==> src/rtl/sbarb_pkg.sv <==
package sbarb_pkg;

    localparam int CPU_IDX   = 0;
    localparam int DMA_RD    = 1;
    localparam int DMA_WR    = 2;
    localparam int EXTRA_LO  = 3;

    typedef enum logic [1:0] {
        ACC_IDLE   = 2'd0,
        ACC_SINGLE = 2'd1,
        ACC_BURST  = 2'd2
    } acc_kind_e;

    typedef struct packed {
        acc_kind_e kind;
        logic      pref_wr;   // 1: next DMA tie goes to the write side
    } arb_state_t;

    function automatic logic is_dma(input int idx);
        return (idx == DMA_RD) || (idx == DMA_WR);
    endfunction

endpackage

==> src/rtl/sbarb_classify.sv <==
module sbarb_classify #(
    parameter int NUM_MASTERS = 4
) (
    input  logic [NUM_MASTERS-1:0] req_i,
    input  logic [NUM_MASTERS-1:0] burst_i,
    output logic [NUM_MASTERS-1:0] cand_o,
    output logic                   is_burst_o
);
    logic [NUM_MASTERS-1:0] burst_req;
    logic [NUM_MASTERS-1:0] single_req;

    for (genvar g = 0; g < NUM_MASTERS; g++) begin : g_cls
        assign burst_req[g]  = req_i[g] & burst_i[g];
        assign single_req[g] = req_i[g] & ~burst_i[g];
    end

    assign is_burst_o = |burst_req;
    assign cand_o     = is_burst_o ? burst_req : single_req;
endmodule

==> src/rtl/sbarb_pick.sv <==
module sbarb_pick
    import sbarb_pkg::*;
#(
    parameter int NUM_MASTERS = 4
) (
    input  logic [NUM_MASTERS-1:0] cand_i,
    input  logic                   pref_wr_i,
    output logic [NUM_MASTERS-1:0] win_o
);
    always_comb begin
        logic found;
        win_o = '0;
        found = 1'b0;
        if (cand_i[CPU_IDX]) begin
            win_o[CPU_IDX] = 1'b1;
        end else if (cand_i[DMA_RD] && cand_i[DMA_WR]) begin
            if (pref_wr_i) win_o[DMA_WR] = 1'b1;
            else           win_o[DMA_RD] = 1'b1;
        end else if (cand_i[DMA_RD]) begin
            win_o[DMA_RD] = 1'b1;
        end else if (cand_i[DMA_WR]) begin
            win_o[DMA_WR] = 1'b1;
        end else begin
            for (int i = EXTRA_LO; i < NUM_MASTERS; i++) begin
                if (cand_i[i] && !found) begin
                    win_o[i] = 1'b1;
                    found    = 1'b1;
                end
            end
        end
    end
endmodule

==> src/rtl/sbarb_hold.sv <==
module sbarb_hold
    import sbarb_pkg::*;
#(
    parameter int NUM_MASTERS = 4
) (
    input  logic                   clk,
    input  logic                   rst,
    input  logic [NUM_MASTERS-1:0] req_i,
    input  logic [NUM_MASTERS-1:0] done_i,
    input  logic [NUM_MASTERS-1:0] win_i,
    input  logic                   win_burst_i,
    output logic [NUM_MASTERS-1:0] grant_o,
    output logic                   pref_wr_o
);
    arb_state_t             st_q;
    logic [NUM_MASTERS-1:0] grant_q;

    always_ff @(posedge clk) begin
        if (rst) begin
            grant_q    <= '0;
            st_q.kind  <= ACC_IDLE;
            st_q.pref_wr <= 1'b0;
        end else if (st_q.kind == ACC_IDLE) begin
            if (|req_i) begin
                grant_q   <= win_i;
                st_q.kind <= win_burst_i ? ACC_BURST : ACC_SINGLE;
                if (win_i[DMA_RD]) st_q.pref_wr <= 1'b1;
                if (win_i[DMA_WR]) st_q.pref_wr <= 1'b0;
            end
        end else if (|(grant_q & done_i)) begin
            grant_q   <= '0;
            st_q.kind <= ACC_IDLE;
        end
    end

    assign grant_o   = grant_q;
    assign pref_wr_o = st_q.pref_wr;
endmodule

==> src/rtl/sec_bus_arbiter.sv <==
module sec_bus_arbiter #(
    parameter int NUM_MASTERS = 4
) (
    input  logic                   clk,
    input  logic                   rst,
    input  logic [NUM_MASTERS-1:0] req_i,
    input  logic [NUM_MASTERS-1:0] burst_i,
    input  logic [NUM_MASTERS-1:0] done_i,
    output logic [NUM_MASTERS-1:0] grant_o
);
    logic [NUM_MASTERS-1:0] cand;
    logic [NUM_MASTERS-1:0] win;
    logic                   cand_burst;
    logic                   pref_wr;

    sbarb_classify #(.NUM_MASTERS(NUM_MASTERS)) u_cls (
        .req_i     (req_i),
        .burst_i   (burst_i),
        .cand_o    (cand),
        .is_burst_o(cand_burst)
    );

    sbarb_pick #(.NUM_MASTERS(NUM_MASTERS)) u_pick (
        .cand_i   (cand),
        .pref_wr_i(pref_wr),
        .win_o    (win)
    );

    sbarb_hold #(.NUM_MASTERS(NUM_MASTERS)) u_hold (
        .clk        (clk),
        .rst        (rst),
        .req_i      (req_i),
        .done_i     (done_i),
        .win_i      (win),
        .win_burst_i(cand_burst),
        .grant_o    (grant_o),
        .pref_wr_o  (pref_wr)
    );
endmodule

==> config.mk <==
export PLATFORM = sky130hd
export DESIGN_NAME = sec_bus_arbiter
export DESIGN_NICKNAME = d
export VERILOG_FILES = /design/src/rtl/sbarb_pkg.sv /design/src/rtl/sbarb_classify.sv /design/src/rtl/sbarb_pick.sv /design/src/rtl/sbarb_hold.sv /design/src/rtl/sec_bus_arbiter.sv
export SDC_FILE = /design/constraint.sdc
export NUM_CORES = 1
export LEC_CHECK = 0
export ABC_CLOCK_PERIOD_IN_PS = 1100
export BUFFER_PORTS_ARGS = -buffer_cell sky130_fd_sc_hd__buf_4
export CORE_AREA = 2 2 39 41
export DETAILED_ROUTE_END_ITERATION = 8
export DIE_AREA = 0 0 41 43
export GPL_TIMING_DRIVEN = 0
export HOLD_SLACK_MARGIN = 0.1
export PLACE_DENSITY = 0.68
export SLEW_MARGIN = 5
export SYNTH_ARGS = -nofsm -noshare
export SYNTH_HDL_FRONTEND = slang
export SYNTH_SLANG_ARGS = --single-unit
==> constraint.sdc <==
create_clock -name clk -period 1.1 [get_ports clk]
set_input_delay 0.055 -clock clk [delete_from_list [all_inputs] [get_ports clk]]
set_output_delay 0.055 -clock clk [all_outputs]
set_load 0.05 [all_outputs]
### Yosys cells after proc, flatten, opt, wreduce, memory -nomap -nowiden

Cells that the tools add are included.

* register bits after elaboration: 7
* latch bits: 0
* bits in writable memories: 0
* memory bits (read-only): 0
* input port bits: 14
* output and inout port bits: 4
* logic and storage cells: 47
* memories kept: 0

* add/sub/neg operators: 0
* multipliers: 0
* divide/modulo/power cells: 0
* magnitude comparators: 0
* eq/ne operators: 1
* shift-type cells: 0
* muxes and demuxes: 21
* bitwise gates (word level): 13
* reduce and logical (&&, ||, !) cells: 9

Operators with widths (number)
* $mux W4: 4
* $reduce_or A4 Y1: 3
* $mux W1: 10
* $mux W2: 5
* $and A1 B1 Y1: 8
* $mux W3: 2
* $and A4 B4 Y4: 1
* $not A1 Y1: 4
* $reduce_bool A2 Y1: 2
* $reduce_and A3 Y1: 1
* $logic_not A2 Y1: 1
* $ne A2 B2 Y1 const B: 1
* $reduce_and A2 Y1: 1
* $logic_and A1 B1 Y1: 1

### Logic depth before layout (Yosys ltp)

Gate-level depths: netlist of the first run.

* depth after elaboration: 12
* gate-level depth with buffers: 4
* gate-level depth less buffers: 4

### Modules after synthesis

Synthesis of the first run repeated with hierarchy kept, for this count alone.

* cell total of the unflattened synthesis: 42
* area, all modules: 430.4 µm²

By module, submodules not included
* sbarb_hold: instances 1, cells each 25, area each 299.0 µm², seq. area each 140.1 µm²
* sbarb_classify: instances 1, cells each 11, area each 83.8 µm², seq. area each 0.0 µm²
* sbarb_pick: instances 1, cells each 6, area each 47.5 µm², seq. area each 0.0 µm²

### Worst setup path after synthesis of the first run

Ideal clock, no wire load.

* path type: register to register
* start point: register u_hold.grant_q[2], in the netlist u_hold.grant_o[2]
* end point: register u_hold.grant_q[3], in the netlist u_hold.grant_o[3]
* library setup time: 62 ps
* data arrival time: 1342 ps
* required time: 1038 ps
* path slack: -304 ps
* stages on the path, launching flop included: 5
* path buffers: 0
* period minus slack after synthesis: 1404 ps
* path through: dfxtp_1 a22o_1 o22a_1 nor3_1 a32o_1

* longest elaborated chain between the ends: 4

RTL lines
* from (decl): RTL line sbarb_hold.sv:16 `logic [NUM_MASTERS-1:0] grant_q;`
* from (signal assigned): RTL line sbarb_hold.sv:25 `grant_q <= win_i;`
* $and A4 B4 Y4: RTL line sbarb_hold.sv:30 `end else if (|(grant_q & done_i)) begin`
* $reduce_or A4 Y1: RTL line sbarb_hold.sv:30
* $reduce_bool A2 Y1 (no source line)
* $reduce_and A2 Y1 (no source line)

Every way passes these cells.
A chain may end at the register's enable or synchronous reset.

### Final worst setup path of the first run

* start point: register u_hold.grant_q[2], in the netlist u_hold.grant_o[2]
* end point: register u_hold.grant_q[2], in the netlist u_hold.grant_o[2]

Same word-level chain as after synthesis.

==> impl_results.md, run 1 <==
* Outcome: finished, violations left
* Failing checks: setup timing
* Chip width at between 40 and 50 um
* Hold crit path type: in2reg
* Setup Total Neg Slack at -403.9 ps
* P&R area growth vs syn at 58.04%
* First-pass GRT wire length at 1.842 mm
* Pre-CTS setup slack at -348.8 ps
* Vias per std cell at roughly 5.9
* Syn nets at 62
* Type of origin of the critical path: flop
* FMAX at about 0.82 GHz
* Final Skew at 1.913 ps
* DR pass1 iterations at 4
* Max clock buf depth at 2
* Final cell utilization of the core at ~48%
* Post-detail-place hpwl at 841.4 um
* Initial detailed-routing violation count at 22
* Worst setup EP type: flop
* Post-synthesis instance total at 48
* Peak VDD IR at ~0.46 mV
* Gpl congestion at 0.8314
* Static Leak at 0.2831 nW
* DR WL/cell at about 14 um
* Final Hold Viols at 0
* Congestion Overflow GR at 0
* Yosys top cell area share at between 30% and 40%
* Cell Area, Synth at around 420 sq um
* Rows at 14
* Nets@finish at 88
* RSZ-0062 raised after global routing: yes
* Yosys top cell by area: dfxtp_1
* Slew @ Worst Pin at approximately 330 ps
* Layout cells sized above 1 at between 50% and 60%
* Drt drc at 0
* Sink Count at 7
* Die extent in y at ~43 um
* Clock transition at the registers of the reported paths at ~50 ps
* CTS root buffer: clkbuf_4
* Initial antenna violation count at 0
* Post-synth cell types at 29
* Seq/Total Area, Yosys at 33.33%
* # setup viols final at 4
* PwrDens at 1293 nW/um^2
* Yosys warning count at 0
* Placed Cells at 81
* Slew headroom at about four fifths
* Number of max-cap violations at 0
* IO buf count at 17
* H-tree depth at 1
* Final worst path period share at 110.6%
* Finished Layout Cells at between 80 and 90
* Routed Antenna Nets at 0
* Final Worst Setup Slack at -116.7 ps
* Data required, critical path at ~1300 ps
* Avg Cell Area, Syn at between 8 and 9 sq um
* Min Tclk post-route at about 1200 ps
* Worst-path fanout max at 3
* Largest net degree at the start of global routing at 8
* Skew-Pair Late Insertion Delay at ~250 ps
* #FFs+latches synth at 7
* Tot GR Track Use at about 16%
* Setup CP Type: reg2reg
* Total CTS buffers at 3
* Core ar. at between 1000 and 1500 sq um
* Top cells by area, synth: dfxtp_1 33%, a32o_1 4.8%, nor2_1 4.5%, a22o_1 4.2%, o41ai_2 3.9%
* Routed wire length at ~1.2 mm
* Vias at roughly 520
* Ports at 18
* Antenna diodes at 0
* Worst EP arrival at approximately 1400 ps
* CTS tree: built
* Initial Utilization at between 30% and 40%
* Number of global-route vias before repair at roughly 470
* Max-slew violations at 0
* Die ar. at 1763 sq um
[synth_stat cells (all sizes together)]
library cell,n
dfxtp,7
nor2,5
nand2,3
a21oi,2
a22o,2
a32o,2
and2,2
inv,2
nor2b,2
nor3,2
o211ai,2
a211o,1
a211oi,1
a221oi,1
a222oi,1
a22oi,1
a2bb2oi,1
a41oi,1
nand2b,1
nor4,1
o2111ai,1
o21ai,1
o22a,1
o22ai,1
o2bb2ai,1
o311ai,1
o41ai,1
or2,1
[layer usage]
metal	wire (um)	GRT usage, %	vias to the layer above
met3	63	3.141	4
met2	596	23.44	24
li1	-	-	248
met1	522	18.06	247
met4	32	12.00	0
met5	0	0	-
[cells by family (layout without fill, tap and decap cells)]
group,after synthesis,count (layout),share of synthesized area [%]
and+or+nand+nor,17,17,20.54
buffers and inverters,2,27,1.786
AOI/OAI and AO/OA,22,22,44.35
DFF,7,7,33.33
[path summary, 6_finish.rpt]
kind / startpoint / to / slack (ps) / depth (start not counted)
hold reg to reg: u_hold.grant_o[1] / u_hold.grant_o[1] / 470 / 1
hold / removal: rst / u_hold.grant_o[0] / 10 / 2
setup reg to reg: u_hold.grant_o[2] / u_hold.grant_o[2] / -120 / 4
setup / recovery: u_hold.grant_o[2] / u_hold.grant_o[2] / -120 / 4
[report_power, final]
part           switching [mW]  internal, mW  leakage [nW]
clock network          0.0948         0.138        0.0150
logic                   0.168         0.144         0.207
registers              0.0307         0.284        0.0607
[layout make-up]
type                            count  area [sq um]
Timing Repair Buffer               21         157.7
Tap cell                           16         20.02
Sequential cell                     7         155.1
Fill cell                         133         719.4
Multi-Input combinational cell     39         297.8
Inverter                            2         7.507
Clock buffer                        4         26.28
[layout by cell type, fill, tap and decap left out, drive strengths merged]
cell | Yosys | routed
a221oi | 1 | 1
buf | 0 | 21
o211ai | 2 | 2
o2bb2ai | 1 | 1
nor2 | 5 | 5
nor2b | 2 | 2
nand2 | 3 | 3
a2bb2oi | 1 | 1
clkbuf | 0 | 4
a21oi | 2 | 2
nor3 | 2 | 2
a22oi | 1 | 1
or2 | 1 | 1
o22a | 1 | 1
o21ai | 1 | 1
a41oi | 1 | 1
o41ai | 1 | 1
o22ai | 1 | 1
a22o | 2 | 2
a211oi | 1 | 1
inv | 2 | 2
o2111ai | 1 | 1
nand2b | 1 | 1
a32o | 2 | 2
a222oi | 1 | 1
a211o | 1 | 1
dfxtp | 7 | 7
o311ai | 1 | 1
nor4 | 1 | 1
and2 | 2 | 2
[sequential cells by signal (all words and copies together) (netlist names)]
signal / cells
u_hold.grant_o: 4
u_hold.pref_wr_o: 1
u_hold.st_q: 2
[per-stage QoR]
step / hold slack (ps) / power [mW] / area [sq um]
floorplan: 123.7 / 0.4847 / 440.4
global placement: 284.5 / 0.5833 / 588.1
detailed placement: 279.1 / 0.5848 / 588.1
CTS: 7.772 / 0.8519 / 654.4
global route: 7.671 / 0.9187 / 664.4
finish: 11.97 / 0.8592 / 664.4
[timing repair]
action	in CTS	in global routing
resized for setup	3	2
pin swaps	4	5
buffers inserted	3	1
endpoints found under the setup margin	5	5
endpoints found under the hold margin	3	3
[worst max-delay path, cell delays in order, from the launching register on]
cell and delay (ps):
dfxtp_4 340, a22o_1 220, o22a_1 210, nor3_2 230, a32o_1 160
Note: power is estimated with default switching activity, not from simulation.
==> run 2: changes to the inputs <==
Settings changed: PLACE_DENSITY 0.68 to 0.69, SYNTH_HIERARCHICAL set to 1.
==> run 2 against run 1 <==
Effect of this change: the flow still finishes with violations (setup timing); clock-buffer cell count unchanged; sequential share of layout area shrank 0.55 points; power is 2.9% higher; critical path type unchanged.
==> impl_results.md, run 2 <==
* Outcome: finished, violations left
* Failing checks: setup timing
* Number of max-cap violations at 0
* Initial detailed-routing violation count at 7
* Yosys top cell area share at between 30% and 40%
* Register area at 152.6 sq um
* Number of global-route vias before repair at ~420
* Slowest cell delay on critical path at ~390 ps
* Final instance area at approximately 670 sq um
* Worst EP arrival at 1400 ps
* Sink Count at 7
* Worst setup EP type: flop
* Skew-Pair Late Insertion Delay at between 200 and 250 ps
* Type of origin of the critical path: flop
* Async SR Flop Fraction at 0%
* Clock transition at the registers of the reported paths at about 50 ps
* Layout cells sized above 1 at a little under three fifths
* Vias per std cell at roughly 5.5
* Largest net degree at the start of global routing at 7
* Cell with the most instances after synthesis: a22o_1
* Worst-path fanout max at 4
* Rows at 14
* Post-detail-place hpwl at roughly 800 um
* Most frequent cells in the layout: 21 x buf_4, 10 x a22o_1, 4 x a21boi_0
* Max reg flops at 4
* Die ar. at between 1500 and 2000 sq um
* Crit-path cells: a221o_2 -> o32ai_4 -> a22o_1
* Commonest non-fill, non-tap cell in the layout: buf_4
* # setup viols final at 4
* Final Skew at just under 0.5 ps
* Reg-to-Reg Start: u_hold/grant_o[0]
* Syn nets at between 50 and 60
* Initial Utilization at 31.10%
* Ports at 18
* Nets@finish at 82
* FMAX at roughly 0.82 GHz
* Min Tclk post-route at about 1200 ps
* First-pass GRT wire length at 1.621 mm
* Die extent in y at approximately 43 um
* Setup CP Type: reg2reg
* Top_reg_cell synth: dfxtp_1
* P&R area growth vs syn at 55.52%
* Peak VDD IR at 0.4684 mV
* Hold crit path type: in2reg
* Cell Area, Synth at about 430 sq um
* Antenna diodes at 0
* Static Leak at slightly below 0.3 nW
* Yosys warning count at 6
* Tot GR Track Use at 13.18%
* Yosys top cell by area: dfxtp_1
* PwrDens at 1321 nW/um^2
* Worst-path cell with the longest stage delay: a221o_2
* CTS tree: built
* Drt drc at 0
* Chip width at 41 um
* Placed Area at around 600 sq um
* Pre-CTS setup slack at -261.9 ps
* Top cells by area, synth: dfxtp_1 33%, a22o_1 20%, a21boi_0 7.0%, o32ai_4 6.4%, a22oi_1 3.5%
* Routed wire length at approximately 1.0 mm
* RSZ-0062 raised after global routing: yes
* Final cell utilization of the core at just under 50%
* Congestion Overflow GR at 0
* Avg Cell Area, Syn at 10.25 sq um
* IO buf count at 17
* Slew headroom at 56.50%
* #FFs+latches synth at 7
* Most instantiated cells after synthesis: 10 x a22o_1, 7 x dfxtp_1, 4 x a21boi_0
* Core ar. at between 1000 and 1500 sq um
* Number of flops mapped to enable cells by yosys at 0
* CTS root buffer: clkbuf_4
* Max clock buf depth at 2
* Post-synthesis instance total at 42
* Final worst path period share at 110.9%
* Data required, critical path at between 1000 and 1500 ps
* Routed Antenna Nets at 0
* Number of fillers in the final layout at between 100 and 150
* Final Worst Setup Slack at -119.5 ps
* Initial antenna violation count at 0
* Seq/Total Area, Yosys at 32.56%
* Setup crit start: u_hold/grant_o[0]
* Post-synth cell types at 20
* Gpl congestion at 0.6858
* Slew @ Worst Pin at 646.6 ps
* Final Hold Viols at 0
* DR WL/cell at 12.23 um
* Vias at about 460
* Max-slew violations at 0
* H-tree depth at 1
* Multi-input gate area at 295.3 sq um
* Final hold slack at approximately 180 ps
* Min-delay src: req_i[2]
* DR pass1 iterations at 2
* Total CTS buffers at 3
==> run 2: changes by cell type in the layout (fill, tap and decap cells not counted), sizes merged, moves of 2 or more <==
cell	delta
a21boi	+4
a21oi	-2
a22o	+8
a32o	-2
and2	-2
nand2	-2
nor2	-2
nor2b	-2
o211ai	-2
==> run 2: cell type report <==
| type | instances | share of cell area (%) |
|---|---|---|
| Inverter | 2 | 1.121 |
| Multi-Input combinational cell | 32 | 44.11 |
| Tap cell | 16 | 2.991 |
| Sequential cell | 7 | 22.80 |
| Timing Repair Buffer | 21 | 23.93 |
| Buffer | 1 | 1.121 |
| Clock buffer | 4 | 3.925 |
==> run 2: cells by family after synthesis <==
| family | count (synthesis) | synth area share, % |
|---|---|---|
| compound gates | 23 | 49.13 |
| buf+inv | 3 | 3.490 |
| flops | 7 | 32.56 |
| simple gates | 9 | 14.82 |
==> run 2: power by group <==
| part | internal, mW | total, mW | switching, mW |
|---|---|---|---|
| registers | 0.291 | 0.317 | 0.0266 |
| logic | 0.165 | 0.342 | 0.177 |
| clock network | 0.138 | 0.225 | 0.0873 |
==> run 2: layer usage <==
metal,vias to the layer above,global-route usage [%],share of wire [%]
met1,209,15.86,41
li1,228,-,-
met4,0,6.000,1.2
met3,2,3.141,8.8
met2,19,20.94,49
met5,-,0,0
==> run 2: critical path, delay by kind of cell (launching register included) <==
family | cells | cell delay (ps)
AOI/OAI and AO/OA | 3 | 830
DFF | 1 | 330
==> run 2: worst paths after layout <==
path	endpoint	slack, ps	depth (start not counted)
setup / recovery	u_hold/grant_o[2]	-120	3
hold reg to reg	u_hold/grant_o[3]	480	1
hold / removal	u_hold/pref_wr_o	180	3
setup reg to reg	u_hold/grant_o[2]	-120	3
==> run 2: repair_timing <==
action                     4_1_cts  5_1_grt
hold endpoints to repair         1        0
setup endpoints to repair        6        7
buffers inserted                 1        2
cloned                           0        0
hold buffers                     1        0
gates resized for setup          2        1
pin swaps                        1        8
==> run 2: metrics by stage <==
step / TNS, ps / instances / power, mW
2_1_floorplan: -544.0 / 42 / 0.5347
3_3_place_gp: -800.2 / 75 / 0.6291
3_5_place_dp: -858.1 / 75 / 0.6337
4_1_cts: -496.0 / 81 / 0.8784
5_1_grt: -811.9 / 83 / 0.9442
6_report: -465.1 / 83 / 0.8844
==> run 3: changes to the inputs <==
Settings changed: BUFFER_PORTS_ARGS -buffer_cell sky130_fd_sc_hd__buf_4 to -buffer_cell sky130_fd_sc_hd__buf_2.
==> run 3 against run 2 <==
Effect of this change: the run still ends with setup timing left; clock-buffer cell count is the same; final area shrank 5.4%; register-to-register slack is essentially flat; die area is the same; first-iteration DRC count shrank 71%; combinational power shrank 5%; global-route usage shrank 0.34 points; sequential power is essentially flat; routed wire length shrank 1.3%; power shrank 1.2%; largest cell class unchanged; utilization shrank 2.6 points; final cell count shrank 1.2%.
==> impl_results.md, run 3 (same netlist as run 2, synthesis figures left out) <==
* Outcome: finished, violations left
* Failing checks: setup timing
* Pre-CTS setup slack at -319.4 ps
* Net Sw Frac at between 30% and 40%
* Routed wire length at 1.002 mm
* Crit-path cells: a221o_2 -> o32ai_4 -> a22o_1
* Worst-path cell with the longest stage delay: a221o_2
* Min-delay src: req_i[0]
* Die extent in y at between 40 and 50 um
* Worst-path fanout max at 4
* Final cell utilization of the core at 45.75%
* Nets@finish at between 80 and 90
* H-tree depth at 1
* FMAX at about 0.8 GHz
* Rows at 14
* Setup CP Type: reg2reg
* # setup viols final at 5
* Final Worst Setup Slack at -112.6 ps
* Initial detailed-routing violation count at 2
* Gpl congestion at slightly above 0.7
* Placed Cells at between 70 and 80
* Tot GR Track Use at between 10 and 15%
* RSZ-0062 raised after global routing: yes
* PwrDens at 1380 nW/um^2
* Core ar. at ~1400 sq um
* Congestion Overflow GR at 0
* Comb pwr share at 37.2%
* Skew-Pair Late Insertion Delay at roughly 250 ps
* Most frequent cells in the layout: 15 x buf_2, 10 x a22o_1
* Type of origin of the critical path: flop
* DR WL/cell at 12.22 um
* Number of max-cap violations at 0
* Max-slew violations at 0
* Commonest non-fill, non-tap cell in the layout: buf_2
* Number of fillers in the final layout at approximately 140
* Final Skew at approximately 0.6 ps
* Number of global-route vias before repair at about 420
* Setup crit start: u_hold/grant_o[0]
* P&R area growth vs syn at 47.09%
* Data required, critical path at around 1300 ps
* Register area at around 150 sq um
* Static Leak at 0.2832 nW
* CTS tree: built
* Die ar. at between 1500 and 2000 sq um
* Slew @ Worst Pin at 609.9 ps
* Reg-to-Reg Start: u_hold/grant_o[0]
* CP Buf/Inv Count at 0
* Post-detail-place hpwl at slightly below 800 um
* Multi-input gate area at roughly 300 sq um
* Sink Count at 7
* Grt peak-use layer: met2
* Initial Utilization at 31.10%
* CTS root buffer: clkbuf_4
* Seq pwr share at about 37%
* Peak VDD IR at 0.4087 mV
* Antenna diodes at 0
* Met1 usage at ~16%
* Largest net degree at the start of global routing at 7
* Total CTS buffers at 3
* First-pass GRT wire length at ~1.6 mm
* Vias at approximately 440
* Worst setup EP type: flop
* Initial antenna violation count at 0
* Layout cells sized above 1 at 57.58%
* DR pass1 iterations at 2
* Slew headroom at between 50% and 60%
* CP delay by family, top: compound AO/OA/AOI/OAI gates
* Final Hold Viols at 0
* Drt drc at 0
* Routed Antenna Nets at 0
* Min Tclk post-route at 1213 ps
* Part of the power in the clock network at roughly a quarter
* Slowest cell delay on critical path at about 380 ps
* Max clock buf depth at 2
* Hold crit path type: in2reg
* Max reg flops at 4
* Worst EP arrival at around 1400 ps
* Tot Pwr at approximately 870 uW
* Vias per std cell at about 5.4
* Finished Layout Cells at 82
* Final worst path period share at 110.2%
* Setup Total Neg Slack at -435.3 ps
* Psw at ~300 uW
* Ports at 18
* Chip width at between 40 and 50 um
* Met2 usage at around a fifth
* Met3 Use GR at 1.571%
* Internal power at 578.5 uW
* IO buf count at 17
* Clock transition at the registers of the reported paths at 50 ps
-- run 3: routing by layer --
layer  share of wire [%]  vias to the layer above
li1                    -                      224
met1                  45                      195
met2                  46                       21
met3                 7.3                        2
met4                 1.8                        0
met5                   0                        -
-- run 3: cell type report --
type	instances	share of cell area [%]
buffer	1	1.186
multi-input combinational	32	46.64
tap	16	3.162
timing repair buffer	20	19.37
inverter	2	1.186
sequential	7	24.31
clock buffer	4	4.150
-- run 3: power groups by stage --
stage,clock network (mW),registers (mW),logic (mW)
global placement,0,0.321,0.285
finish,0.229,0.320,0.325
global route,0.249,0.326,0.352
floorplan,0,0.368,0.167
detailed placement,0,0.323,0.288
CTS,0.240,0.319,0.311
-- run 3: per-stage QoR --
step	hold slack, ps	cell area, sq um
finish	184.1	633.1
global route	192.6	633.1
CTS	222.3	611.8
detailed placement	269.6	555.5
global placement	267.8	555.5
floorplan	127.1	450.4
-- run 3: worst paths after layout --
check                      endpoint  slack (ps)  cells after the start
hold / removal     u_hold/pref_wr_o         180                      3
setup reg to reg  u_hold/grant_o[1]        -110                      3
hold reg to reg      u_hold/st_q[1]         470                      1
setup / recovery  u_hold/grant_o[1]        -110                      3
-- run 3: what timing repair did --
item | CTS | global route
endpoints found under the setup margin | 6 | 7
resized for setup | 3 | 7
hold endpoints to repair | 1 | 0
hold buffers | 1 | 0
pin swaps | 2 | 9
setup buffers | 1 | 1
-- run 3: worst reg2reg max path: cells and delay by family (launching register included) --
kind           cells  cell delay, ps
flip-flops         1             330
AO/OA/AOI/OAI      3             820
